==> config.mk <==
export PLATFORM = sky130hd
export DESIGN_NAME = i2c_ctl_regs
export DESIGN_NICKNAME = d
export VERILOG_FILES = /design/src/rtl/i2c_ctl_pkg.sv /design/src/rtl/i2c_ctl_cfg.sv /design/src/rtl/i2c_ctl_cmd.sv /design/src/rtl/i2c_ctl_irq.sv /design/src/rtl/i2c_ctl_regs.sv
export SDC_FILE = /design/constraint.sdc
export NUM_CORES = 1
export LEC_CHECK = 0
export ABC_CLOCK_PERIOD_IN_PS = 1600
export BUFFER_PORTS_ARGS = -buffer_cell sky130_fd_sc_hd__clkbuf_2
export CAP_MARGIN = 10
export CORE_UTILIZATION = 44
export CTS_BUF_LIST = sky130_fd_sc_hd__clkbuf_8
export CTS_CLUSTER_DIAMETER = 200
export CTS_CLUSTER_SIZE = 25
export DETAILED_ROUTE_END_ITERATION = 8
export GPL_TIMING_DRIVEN = 0
export HOLD_SLACK_MARGIN = 0.15
export MAX_ROUTING_LAYER = met4
export PLACE_DENSITY = 0.95
export SYNTH_ARGS = -nofsm -noshare
export SYNTH_HDL_FRONTEND = slang
export SYNTH_SLANG_ARGS = --single-unit
==> constraint.sdc <==
create_clock -name clk -period 1.6 [get_ports clk]
set_input_delay 0.32 -clock clk [delete_from_list [all_inputs] [get_ports clk]]
set_output_delay 0.32 -clock clk [all_outputs]
set_load 0.01 [all_outputs]
==> src/rtl/i2c_ctl_pkg.sv <==
package i2c_ctl_pkg;

    localparam int REG_W  = 16;
    localparam int NSRC   = 4;

    localparam int B_EN     = 0;
    localparam int B_MST    = 1;
    localparam int B_MODE   = 2;
    localparam int B_STRS   = 4;
    localparam int B_ACK    = 5;
    localparam int B_START  = 6;
    localparam int B_STOP   = 7;
    localparam int B_GCEN   = 8;
    localparam int B_STREN  = 9;
    localparam int B_ABORT  = 15;

    typedef enum logic [1:0] {
        CMD_IDLE  = 2'd0,
        CMD_START = 2'd1,
        CMD_STOP  = 2'd2
    } cmd_state_e;

    typedef enum logic {
        ABT_OFF = 1'b0,
        ABT_ON  = 1'b1
    } abt_state_e;

    typedef struct packed {
        logic stren;
        logic gcen;
        logic ack;
        logic strs;
        logic mode;
        logic mst;
        logic en;
    } ctl_cfg_t;

endpackage

==> src/rtl/i2c_ctl_cfg.sv <==
module i2c_ctl_cfg
    import i2c_ctl_pkg::*;
#(
    parameter int W = REG_W
) (
    input  logic         clk,
    input  logic         rst_n,
    input  logic         wr_en,
    input  logic [W-1:0] wr_data,
    input  logic         bus_busy,
    input  logic         reset_done,
    output ctl_cfg_t     cfg_q,
    output logic         en_nx,
    output logic         mst_nx,
    output logic         abort_on,
    output logic         abort_pulse
);

    ctl_cfg_t   cfg_d;
    abt_state_e abt_q, abt_d;
    logic       abort_pulse_q;
    logic       unused_bits;

    assign unused_bits = ^{wr_data[14:10], wr_data[3]};

    // Configuration fields with their bus-state write protection.
    always_comb begin
        cfg_d = cfg_q;
        if (wr_en) begin
            cfg_d.stren = wr_data[B_STREN];
            cfg_d.gcen  = wr_data[B_GCEN];
            cfg_d.strs  = wr_data[B_STRS];
            if (abt_q == ABT_OFF) begin
                cfg_d.ack = wr_data[B_ACK];
            end
            if (!bus_busy) begin
                cfg_d.mode = wr_data[B_MODE];
                cfg_d.mst  = wr_data[B_MST];
            end
            if (!bus_busy || abt_q == ABT_ON) begin
                cfg_d.en = wr_data[B_EN];
            end
        end
    end

    assign en_nx  = cfg_d.en;
    assign mst_nx = cfg_d.mst;

    // Abort state machine: next state.
    always_comb begin
        abt_d = abt_q;
        unique case (abt_q)
            ABT_OFF: if (wr_en && wr_data[B_ABORT]) abt_d = ABT_ON;
            ABT_ON:  if (reset_done)                abt_d = ABT_OFF;
            default: abt_d = ABT_OFF;
        endcase
        if (reset_done || !cfg_d.en) begin
            abt_d = ABT_OFF;
        end
    end

    // State register.
    always_ff @(posedge clk or negedge rst_n) begin
        if (!rst_n) begin
            abt_q <= ABT_OFF;
            cfg_q <= '0;
        end else begin
            abt_q <= abt_d;
            cfg_q <= cfg_d;
        end
    end

    // Outputs.
    always_ff @(posedge clk or negedge rst_n) begin
        if (!rst_n) begin
            abort_pulse_q <= 1'b0;
        end else begin
            abort_pulse_q <= (abt_d == ABT_ON) && (abt_q == ABT_OFF);
        end
    end

    assign abort_on    = (abt_q == ABT_ON);
    assign abort_pulse = abort_pulse_q;

    a_r7_busy_lock_mode: assert property (@(posedge clk) disable iff (!rst_n)
        bus_busy |=> ($stable(cfg_q.mode) && $stable(cfg_q.mst)));

    a_r7_busy_lock_en: assert property (@(posedge clk) disable iff (!rst_n)
        (bus_busy && !abort_on) |=> $stable(cfg_q.en));

    a_r8_ack_lock: assert property (@(posedge clk) disable iff (!rst_n)
        abort_on |=> $stable(cfg_q.ack));

    a_r8_abort_needs_en: assert property (@(posedge clk) disable iff (!rst_n)
        abort_on |-> cfg_q.en);

    a_r8_reset_done_clears: assert property (@(posedge clk) disable iff (!rst_n)
        reset_done |=> !abort_on);

endmodule

==> src/rtl/i2c_ctl_cmd.sv <==
module i2c_ctl_cmd
    import i2c_ctl_pkg::*;
(
    input  logic clk,
    input  logic rst_n,
    input  logic wr_en,
    input  logic wr_start,
    input  logic wr_stop,
    input  logic allow,
    input  logic start_done,
    input  logic stop_done,
    input  logic timeout,
    output logic start_bit,
    output logic stop_bit,
    output logic start_req,
    output logic stop_req,
    output logic tmo_hit
);

    cmd_state_e state_q, state_d;
    logic       start_req_q, stop_req_q;

    // Command state machine: next state.
    always_comb begin
        state_d = state_q;
        unique case (state_q)
            CMD_IDLE: begin
                if (wr_en && wr_start)     state_d = CMD_START;
                else if (wr_en && wr_stop) state_d = CMD_STOP;
            end
            CMD_START: if (start_done || timeout) state_d = CMD_IDLE;
            CMD_STOP:  if (stop_done  || timeout) state_d = CMD_IDLE;
            default:   state_d = CMD_IDLE;
        endcase
        if (!allow) begin
            state_d = CMD_IDLE;
        end
    end

    // State register.
    always_ff @(posedge clk or negedge rst_n) begin
        if (!rst_n) state_q <= CMD_IDLE;
        else        state_q <= state_d;
    end

    // Outputs.
    always_ff @(posedge clk or negedge rst_n) begin
        if (!rst_n) begin
            start_req_q <= 1'b0;
            stop_req_q  <= 1'b0;
        end else begin
            start_req_q <= (state_d == CMD_START) && (state_q != CMD_START);
            stop_req_q  <= (state_d == CMD_STOP)  && (state_q != CMD_STOP);
        end
    end

    assign start_bit = (state_q == CMD_START);
    assign stop_bit  = (state_q == CMD_STOP);
    assign start_req = start_req_q;
    assign stop_req  = stop_req_q;
    assign tmo_hit   = timeout && (state_q != CMD_IDLE);

    a_r5_start_stop_excl: assert property (@(posedge clk) disable iff (!rst_n)
        !(start_bit && stop_bit));

    a_r3_start_single_pulse: assert property (@(posedge clk) disable iff (!rst_n)
        start_req |=> !start_req);

    a_r3_stop_single_pulse: assert property (@(posedge clk) disable iff (!rst_n)
        stop_req |=> !stop_req);

    a_r4_start_done_clears: assert property (@(posedge clk) disable iff (!rst_n)
        (start_bit && start_done) |=> !start_bit);

    a_r4_stop_done_clears: assert property (@(posedge clk) disable iff (!rst_n)
        (stop_bit && stop_done) |=> !stop_bit);

    a_r9_timeout_clears: assert property (@(posedge clk) disable iff (!rst_n)
        timeout |=> !(start_bit || stop_bit) || $past(state_q == CMD_IDLE));

endmodule

==> src/rtl/i2c_ctl_irq.sv <==
module i2c_ctl_irq
    import i2c_ctl_pkg::*;
#(
    parameter int N = NSRC
) (
    input  logic         clk,
    input  logic         rst_n,
    input  logic         tmo_hit,
    input  logic         tmo_clr,
    input  logic [N-1:0] src_flags,
    input  logic [N-1:0] src_ie,
    input  logic         tmo_ie,
    output logic         tmo_flag,
    output logic         irq
);

    logic         tflag_q;
    logic [N-1:0] gated;

    always_ff @(posedge clk or negedge rst_n) begin
        if (!rst_n)       tflag_q <= 1'b0;
        else if (tmo_hit) tflag_q <= 1'b1;
        else if (tmo_clr) tflag_q <= 1'b0;
    end

    for (genvar i = 0; i < N; i++) begin : g_src
        assign gated[i] = src_flags[i] & src_ie[i];
    end

    assign tmo_flag = tflag_q;
    assign irq      = (|gated) | (tflag_q & tmo_ie);

    a_r9_flag_sets: assert property (@(posedge clk) disable iff (!rst_n)
        tmo_hit |=> tmo_flag);

    a_r9_flag_clears: assert property (@(posedge clk) disable iff (!rst_n)
        (tmo_clr && !tmo_hit) |=> !tmo_flag);

    a_r10_irq_quiet: assert property (@(posedge clk) disable iff (!rst_n)
        (src_ie == '0 && !tmo_ie) |-> !irq);

endmodule

==> src/rtl/i2c_ctl_regs.sv <==
module i2c_ctl_regs
    import i2c_ctl_pkg::*;
#(
    parameter int W = REG_W,
    parameter int N = NSRC
) (
    input  logic         clk,
    input  logic         rst_n,
    input  logic         wr_en,
    input  logic [W-1:0] wr_data,
    input  logic         bus_busy,
    input  logic         start_done,
    input  logic         stop_done,
    input  logic         reset_done,
    input  logic         timeout,
    input  logic         tmo_clr,
    input  logic [N-1:0] src_flags,
    input  logic [N-1:0] src_ie,
    input  logic         tmo_ie,
    output logic [W-1:0] rd_data,
    output logic         start_req,
    output logic         stop_req,
    output logic         abort_req,
    output logic         tmo_flag,
    output logic         irq
);

    ctl_cfg_t cfg_q;
    logic     en_nx, mst_nx, abort_on;
    logic     start_bit, stop_bit, tmo_hit;

    i2c_ctl_cfg #(.W(W)) u_cfg (
        .clk         (clk),
        .rst_n       (rst_n),
        .wr_en       (wr_en),
        .wr_data     (wr_data),
        .bus_busy    (bus_busy),
        .reset_done  (reset_done),
        .cfg_q       (cfg_q),
        .en_nx       (en_nx),
        .mst_nx      (mst_nx),
        .abort_on    (abort_on),
        .abort_pulse (abort_req)
    );

    i2c_ctl_cmd u_cmd (
        .clk        (clk),
        .rst_n      (rst_n),
        .wr_en      (wr_en),
        .wr_start   (wr_data[B_START]),
        .wr_stop    (wr_data[B_STOP]),
        .allow      (en_nx && mst_nx),
        .start_done (start_done),
        .stop_done  (stop_done),
        .timeout    (timeout),
        .start_bit  (start_bit),
        .stop_bit   (stop_bit),
        .start_req  (start_req),
        .stop_req   (stop_req),
        .tmo_hit    (tmo_hit)
    );

    i2c_ctl_irq #(.N(N)) u_irq (
        .clk       (clk),
        .rst_n     (rst_n),
        .tmo_hit   (tmo_hit),
        .tmo_clr   (tmo_clr),
        .src_flags (src_flags),
        .src_ie    (src_ie),
        .tmo_ie    (tmo_ie),
        .tmo_flag  (tmo_flag),
        .irq       (irq)
    );

    always_comb begin
        rd_data          = '0;
        rd_data[B_ABORT] = abort_on;
        rd_data[B_STREN] = cfg_q.stren;
        rd_data[B_GCEN]  = cfg_q.gcen;
        rd_data[B_STOP]  = stop_bit;
        rd_data[B_START] = start_bit;
        rd_data[B_ACK]   = cfg_q.ack;
        rd_data[B_STRS]  = cfg_q.strs;
        rd_data[B_MODE]  = cfg_q.mode;
        rd_data[B_MST]   = cfg_q.mst;
        rd_data[B_EN]    = cfg_q.en;
    end

    a_r6_cmd_needs_master: assert property (@(posedge clk) disable iff (!rst_n)
        (rd_data[B_START] || rd_data[B_STOP]) |-> (rd_data[B_MST] && rd_data[B_EN]));

    a_r3_req_matches_bit: assert property (@(posedge clk) disable iff (!rst_n)
        start_req |-> rd_data[B_START]);

    a_r2_reserved_zero: assert property (@(posedge clk) disable iff (!rst_n)
        (rd_data[14:10] == 5'd0) && !rd_data[3]);

endmodule

After elaboration in Yosys (flattened, before gate mapping). Index checks and enable logic that the tools add are counted.

Input bits: 34. Register bits: 14. Output and inout bits: 21.

Muxes and demuxes: 15. Eq/ne operators: 6. Bitwise gates (word level): 8. Reductions and logical operators: 20.

Operator list (count): $mux W2 (6); $logic_and A1 B1 Y1 (8); $mux W1 (7); $pmux W2 S3 (1); $and A1 B1 Y1 (5); $eq A2 B1 Y1 const B (2); $eq A2 B2 Y1 const B (2); $logic_or A1 B1 Y1 (4); $reduce_and A2 Y1 (2); $reduce_bool A2 Y1 (2); $reduce_or A4 Y1 (1); $logic_not A1 Y1 (2); $logic_not A2 Y1 (1); $ne A2 B1 Y1 const B (1); $ne A2 B2 Y1 const B (1); $not A1 Y1 (2); $pmux W1 S2 (1); $or A1 B1 Y1 (1).

Logic depth before layout (Yosys ltp). Gate-level depths: netlist of run 1.

Depth in word-level cells: 8. Mapped depth: 4.

Cells and area by module. A second synthesis of run 1 with hierarchy kept.

Cells, all modules: 64. Area total of the unflattened synthesis: 711.9 um2.

Modules (own cells, without submodules): i2c_ctl_cfg (cells each 29, times used 1, area an instance 381.6 um2); i2c_ctl_cmd (cells each 18, times used 1, area an instance 195.2 um2); i2c_ctl_regs (cells each 11, times used 1, area an instance 77.6 um2); i2c_ctl_irq (cells each 6, times used 1, area an instance 57.6 um2).

Worst setup path after synthesis of run 1. No wires, ideal clock.

Path type: register -> output. Start point: register u_irq.tflag_q (netlist: u_irq.tmo_flag). End point: output irq. Buffers on the path: 0. Stages on the path, launching flop included: 3. Setup slack: 0.505 ns. Arrival time: 0.775 ns. Path through: dfrtp_1 a222oi_1 nand2_1.

Longest elaborated chain between the ends: 2.

Ends and longest elaborated chain: from (decl) (RTL line i2c_ctl_irq.sv:17) `logic tflag_q;`; from (signal assigned) (RTL line i2c_ctl_irq.sv:21) `if (!rst_n) tflag_q <= 1'b0;`; from (signal assigned) (RTL line i2c_ctl_irq.sv:22) `else if (tmo_hit) tflag_q <= 1'b1;`; from (signal assigned) (RTL line i2c_ctl_irq.sv:23) `else if (tmo_clr) tflag_q <= 1'b0;`; $and A1 B1 Y1 (RTL line i2c_ctl_irq.sv:31) `assign irq = (|gated) | (tflag_q & tmo_ie);`; $or A1 B1 Y1 (RTL line i2c_ctl_irq.sv:31); to (decl) (RTL line i2c_ctl_regs.sv:25) `output logic irq`.

No other way between the ends.

Final worst setup path of run 1.
Start point: register u_cmd.state_q[1]. End point: output rd_data[7].

Longest elaborated chain between the ends: 1.

Ends and longest elaborated chain: from (decl) (RTL line i2c_ctl_cmd.sv:20) `cmd_state_e state_q, state_d;`; from (signal assigned) (RTL line i2c_ctl_cmd.sv:43) `else state_q <= state_d;`; $eq A2 B2 Y1 (RTL line i2c_ctl_cmd.sv:58) `assign stop_bit = (state_q == CMD_STOP);`; to (decl) (RTL line i2c_ctl_regs.sv:20) `output logic [W-1:0] rd_data,`.

No other way between the ends.

==> results of run 1 <==
stage by stage:
step                total power, W  utilization [%]  instances
floorplan                0.0005124                -         68
global placement         0.0005900            64.45        126
detailed placement       0.0005990            64.45        126
CTS                      0.0009369            68.72        131
global route             0.0009773            68.72        131
finish                   0.0009252            68.72        131
worst max-delay path, delay by kind of cell, from the launching register on:
family                 cells  cell delay, ns
DFF                        1            0.44
buffers and inverters      2            0.24
and+or+nand+nor            1            0.22
cell usage after synthesis (2+ instances only):
library cell  number
a211oi_1           4
nand2_1            4
dfrtp_1           14
nor2_1             3
mux2_2             4
buf_4             10
nor2b_1            3
o21ai_0            2
inv_1              2
a21oi_1            2
layer usage:
| metal | track usage [%] | wire length [µm] | vias up |
|---|---|---|---|
| li1 | - | - | 310 |
| met1 | 19.29 | 555 | 290 |
| met2 | 37.88 | 927 | 24 |
| met3 | 2.979 | 78 | 2 |
| met4 | 8.750 | 19 | 0 |
| met5 | - | 0 | - |
state kept, by name, summed over array words and instances (netlist names):
register / cells
u_cmd.start_req: 1
u_cfg.abort_on: 1
u_cmd.stop_req: 1
u_cfg.cfg_q: 7
u_irq.tmo_flag: 1
u_cmd.state_q: 2
u_cfg.abort_pulse: 1
what timing repair did:
action,in CTS,in global routing
resized for setup,0,0
hold endpoints to repair,14,0
hold buffers,1,0
setup buffers,0,0
final cells by class:
class / count / area, µm²
buffer: 10 / 75.07
multi-input combinational: 41 / 315.3
tap: 16 / 20.02
clock buffer: 4 / 55.05
sequential: 14 / 350.3
fill: 127 / 476.7
inverter: 3 / 11.26
timing repair buffer: 43 / 220.2
power by group through the flow:
stage | clock, W | sequential, W | combinational [W]
3_3_place_gp | 0 | 0.000405 | 0.000185
5_1_grt | 0.000361 | 0.000403 | 0.000213
4_1_cts | 0.000341 | 0.000400 | 0.000196
6_report | 0.000332 | 0.000400 | 0.000194
2_1_floorplan | 0 | 0.000418 | 0.0000948
3_5_place_dp | 0 | 0.000406 | 0.000193
kinds of logic after synthesis:
| logic type | Yosys count |
|---|---|
| other cells | 1 |
| flops | 14 |
| buf+inv | 13 |
| mux | 6 |
| simple gates | 16 |
| compound gates | 13 |
worst paths after layout:
check,startpoint,to,cells past startpoint
max,u_cmd.state_q[1],rd_data[7],3
min,reset_done,u_cfg.abort_pulse,2
max reg2reg,u_cmd.state_q[1],u_cmd.state_q[1],3
min reg2reg,u_cfg.cfg_q[4],u_cfg.cfg_q[4],1
max in group asynchronous,rst_n,u_cfg.cfg_q[6],2
min in group asynchronous,rst_n,u_cmd.stop_req,2
==> impl_metrics.json, run 1 <==
{
  "synth_ff_type": "dfrtp_1",
  "synthTopCellsByArea": "dfrtp_1, buf_4, mux2_2, a211oi_1, a2111oi_4",
  "powerDensity_nw_per_um2": 883.4,
  "power.internal_w": 0.0006971,
  "worst_skew_pair.late_latency_ns": 0.24,
  "place_area_um2": 982.2,
  "syn-mean-instance-area_um2": 11.64,
  "finalCritPeriodShare_pct": 92.18,
  "clock_sink_count": 14,
  "hpwl_mm": 1.314,
  "worst_hold_slack_ns": 0.2551,
  "power_frac_seq_pct": 43.2,
  "htree_num_levels": 1,
  "worstSetupEndpointType": "output pin",
  "clk_pin_slew_ns": 0.06,
  "die-height_um": 42.82,
  "synth-simple-area-share_pct": 15.02,
  "synth-compound-area-share_pct": 15.36,
  "gp_congestion": 0.7923,
  "area_growth_pct": 42.83,
  "synth_top_family_by_area": "compound AO/OA/AOI/OAI gates",
  "portBuffers": 42,
  "syn_area_um2": 733.2,
  "slew_violations": 0,
  "cts_tree": "built",
  "antenna_found_initial": 0,
  "grt_usage_pct": 19.85,
  "core_area_um2": 1524,
  "grt_max_degree": 15,
  "num_antenna_cells": 0,
  "die_w_um": 42.82,
  "grt_overflow": 0,
  "setup_viol": 0,
  "hold_path_class": "in2reg",
  "vias": 626,
  "status": "complete, no violations",
  "synthMuxAreaShare_pct": 9.556,
  "cts_made_buffers": 3,
  "wire_per_inst_um": 12.07,
  "critical_path.cell_chain": "nor2b_1, buf_4, clkbuf_2",
  "yosysWarnings": 0,
  "crit_fanout": 5,
  "worstSetupPathType": "reg2out",
  "ir_drop_v": 0.0004417,
  "drive_above_1_share_pct": 58.26,
  "final_nets": 150,
  "ys_types": 25,
  "rsz0062_at_grt": "no",
  "synth_fa_ha_area_share_pct": 0,
  "final_cell_mix": "clkbuf_2, dfrtp_1, buf_4, conb_1",
  "drt-total-wl_mm": 1.581,
  "skew_ns": 0.004806,
  "netlist.area_leader.share_pct": 47.78,
  "finalHoldViolCount": 0,
  "final_common_cell": "clkbuf_2",
  "yosysTopAreaCell": "dfrtp_1",
  "fin_ws_ns": 0.1252,
  "io-pin-count": 55,
  "cpPeakStageDelay_ns": 0.44,
  "clock_path_buffers": 2,
  "synthCells": 63,
  "drt_first_pass_iters": 4,
  "grt_pass1_vias": 625,
  "p_leak_nw": 0.5724,
  "setup-tns-final_ns": 0,
  "root_buffer": "clkbuf_8",
  "p_comb_share_pct": 20.9,
  "dieArea_um2": 1834,
  "power_switching_w": 0.0002280,
  "crit_arrival_ns": 1.15,
  "grt_pass1_wl_mm": 2.580,
  "required_ns": 1.28,
  "reg2reg_slack_ns": 0.38,
  "viasPerCell": 4.779,
  "synth_async_sr_flop_share_pct": 100.0,
  "crit_slowest_cell": "dfrtp_1",
  "synth_edf_count": 0,
  "rows": 14,
  "drv_cap": 0,
  "yosys_register_bits": 14,
  "synthXorXnorAreaFrac_pct": 0,
  "drt_first_iter_violations": 5,
  "fin_crit_ns": 1.475,
  "seq_area_frac_synth_pct": 47.78,
  "max_freq_mhz": 678.0,
  "swShare_pct": 24.65,
  "crit_path_start_kind": "flip-flop",
  "design_area_um2": 1047,
  "start_util_pct": 48.11,
  "antenna_left": 0,
  "drt_drc_violations_left": 0,
  "p_clk_share_pct": 35.9,
  "place_ws_ns": 0.3032
}
Power figures use the tool's default switching activity.
==> run 2, diff against run 1 <==
--- a/config.mk
+++ b/config.mk
@@ -7,13 +7,12 @@
 export LEC_CHECK = 0
 export ABC_CLOCK_PERIOD_IN_PS = 1600
 export BUFFER_PORTS_ARGS = -buffer_cell sky130_fd_sc_hd__clkbuf_2
-export CAP_MARGIN = 10
+export CAP_MARGIN = 20
 export CORE_UTILIZATION = 44
 export CTS_BUF_LIST = sky130_fd_sc_hd__clkbuf_8
 export CTS_CLUSTER_DIAMETER = 200
 export CTS_CLUSTER_SIZE = 25
 export DETAILED_ROUTE_END_ITERATION = 8
-export GPL_TIMING_DRIVEN = 0
 export HOLD_SLACK_MARGIN = 0.15
 export MAX_ROUTING_LAYER = met4
 export PLACE_DENSITY = 0.95
==> impl_metrics.json, run 2 (synthesis results as in run 1) <==
{
  "ir_drop_v": 0.0007177,
  "drt-total-wl_mm": 1.606,
  "grt_usage_pct": 19.89,
  "drt_first_iter_violations": 7,
  "vias": 620,
  "p_leak_nw": 0.5235,
  "crit_arrival_ns": 1.10,
  "cts_tree": "built",
  "fin_crit_ns": 1.425,
  "wire_per_inst_um": 13.16,
  "powerDensity_nw_per_um2": 936.5,
  "skew_ns": 0.003123,
  "cts_resized": 0,
  "clock_path_buffers": 2,
  "max_freq_mhz": 701.9,
  "worst_skew_pair.late_latency_ns": 0.24,
  "finalCritPeriodShare_pct": 89.05,
  "final_nets": 141,
  "status": "complete, no violations",
  "antenna_left": 0,
  "wl_met2_um": 892,
  "clk_pin_slew_ns": 0.06,
  "io-pin-count": 55,
  "final_common_cell": "clkbuf_2",
  "grt_overflow": 0,
  "core_area_um2": 1524,
  "area_growth_pct": 33.62,
  "setup_viol": 0,
  "grt_max_degree": 15,
  "final_cell_mix": "clkbuf_2, dfrtp_1, conb_1",
  "dieArea_um2": 1834,
  "multi_input_area_um2": 315.3,
  "worstSetupEndpointType": "output pin",
  "grt_pass1_wl_mm": 2.628,
  "gp_congestion": 0.7566,
  "htree_num_levels": 1,
  "top_layer": "met4",
  "portBuffers": 42,
  "drt-met1-wl_um": 638,
  "finalHoldViolCount": 0,
  "slew_violations": 0,
  "wl_met3_um": 59,
  "hpwl_mm": 1.273,
  "reg2reg_slack_ns": 0.40,
  "antenna_found_initial": 0,
  "die-height_um": 42.82,
  "root_buffer": "clkbuf_8",
  "top_register": "u_cfg.cfg_q",
  "num_antenna_cells": 0,
  "start_util_pct": 48.11,
  "drive_above_1_share_pct": 54.72,
  "clock_sink_count": 14,
  "drt_drc_violations_left": 0,
  "rows": 14,
  "setup-tns-final_ns": 0,
  "finalNonFillerCells": 122,
  "drv_cap": 0,
  "largest_registers": "u_cfg.cfg_q: 7 flops, u_cmd.state_q: 2 flops",
  "seq_area_um2": 350.3,
  "hold_path_class": "in2reg",
  "worstSetupPathType": "reg2out",
  "die_w_um": 42.82,
  "largest_register_ffs": 7,
  "placed_cells": 117,
  "drt_first_pass_iters": 3,
  "fillers": 130,
  "rsz0062_at_grt": "no",
  "required_ns": 1.28,
  "grt_pass1_vias": 599,
  "cts_made_buffers": 3,
  "crit_fanout": 3,
  "viasPerCell": 5.082,
  "crit_path_start_kind": "flip-flop"
}
-- run 2: final timing paths --
check                                 startpoint  depth (start not counted)                end
worst min register to register    u_cfg.cfg_q[4]                          1     u_cfg.cfg_q[4]
worst max register to register  u_cmd.state_q[1]                          3   u_cmd.state_q[1]
worst max-delay path              u_irq.tmo_flag                          3                irq
max in group asynchronous                  rst_n                          2     u_irq.tmo_flag
worst min-delay path                  reset_done                          2  u_cfg.abort_pulse
min in group asynchronous                  rst_n                          2     u_cfg.cfg_q[0]
-- run 2: stage by stage --
step	power [W]	setup WS, ns	hold slack [ns]	cell area (µm²)	util [%]
4_1_cts	0.0009220	0.1685	0.2556	979.7	64.29
5_1_grt	0.0009619	0.09928	0.2596	979.7	64.29
3_5_place_dp	0.0005841	0.2683	0.2407	914.6	60.02
6_report	0.0009174	0.1752	0.2543	979.7	64.29
2_1_floorplan	0.0005124	0.5048	0.02441	752.0	-
3_3_place_gp	0.0005754	0.2986	0.2354	914.6	60.02
-- run 2: area by class of cell --
| type | count | share of cell area (%) |
|---|---|---|
| clock buffers | 4 | 5.619 |
| inverters | 3 | 1.149 |
| multi-input cells | 41 | 32.18 |
| flip-flops and latches | 14 | 35.76 |
| well taps | 16 | 2.043 |
| repair buffers | 44 | 23.24 |
-- run 2: metal layers --
layer	GRT usage, %	vias up
met4	7.500	0
met3	2.553	2
met5	-	-
met1	20.49	302
met2	37.58	22
li1	-	294
-- run 2: critical path, cell delays in order (launching register included) --
cell	delay [ns]
dfrtp_1	0.40
a222oi_1	0.25
nand2_1	0.08
clkbuf_2	0.13
-- run 2: report_power, final --
group          total, W  switching (W)  internal, W
logic          0.000179      0.0000940    0.0000846
registers      0.000401      0.0000185     0.000383
clock network  0.000338       0.000120     0.000217
total          0.000917       0.000233     0.000685
-- run 2: timing repair --
item,in CTS,in global routing
hold buffers,1,0
setup buffers,0,0
hold endpoints to repair,14,0
endpoints found under the setup margin,0,0
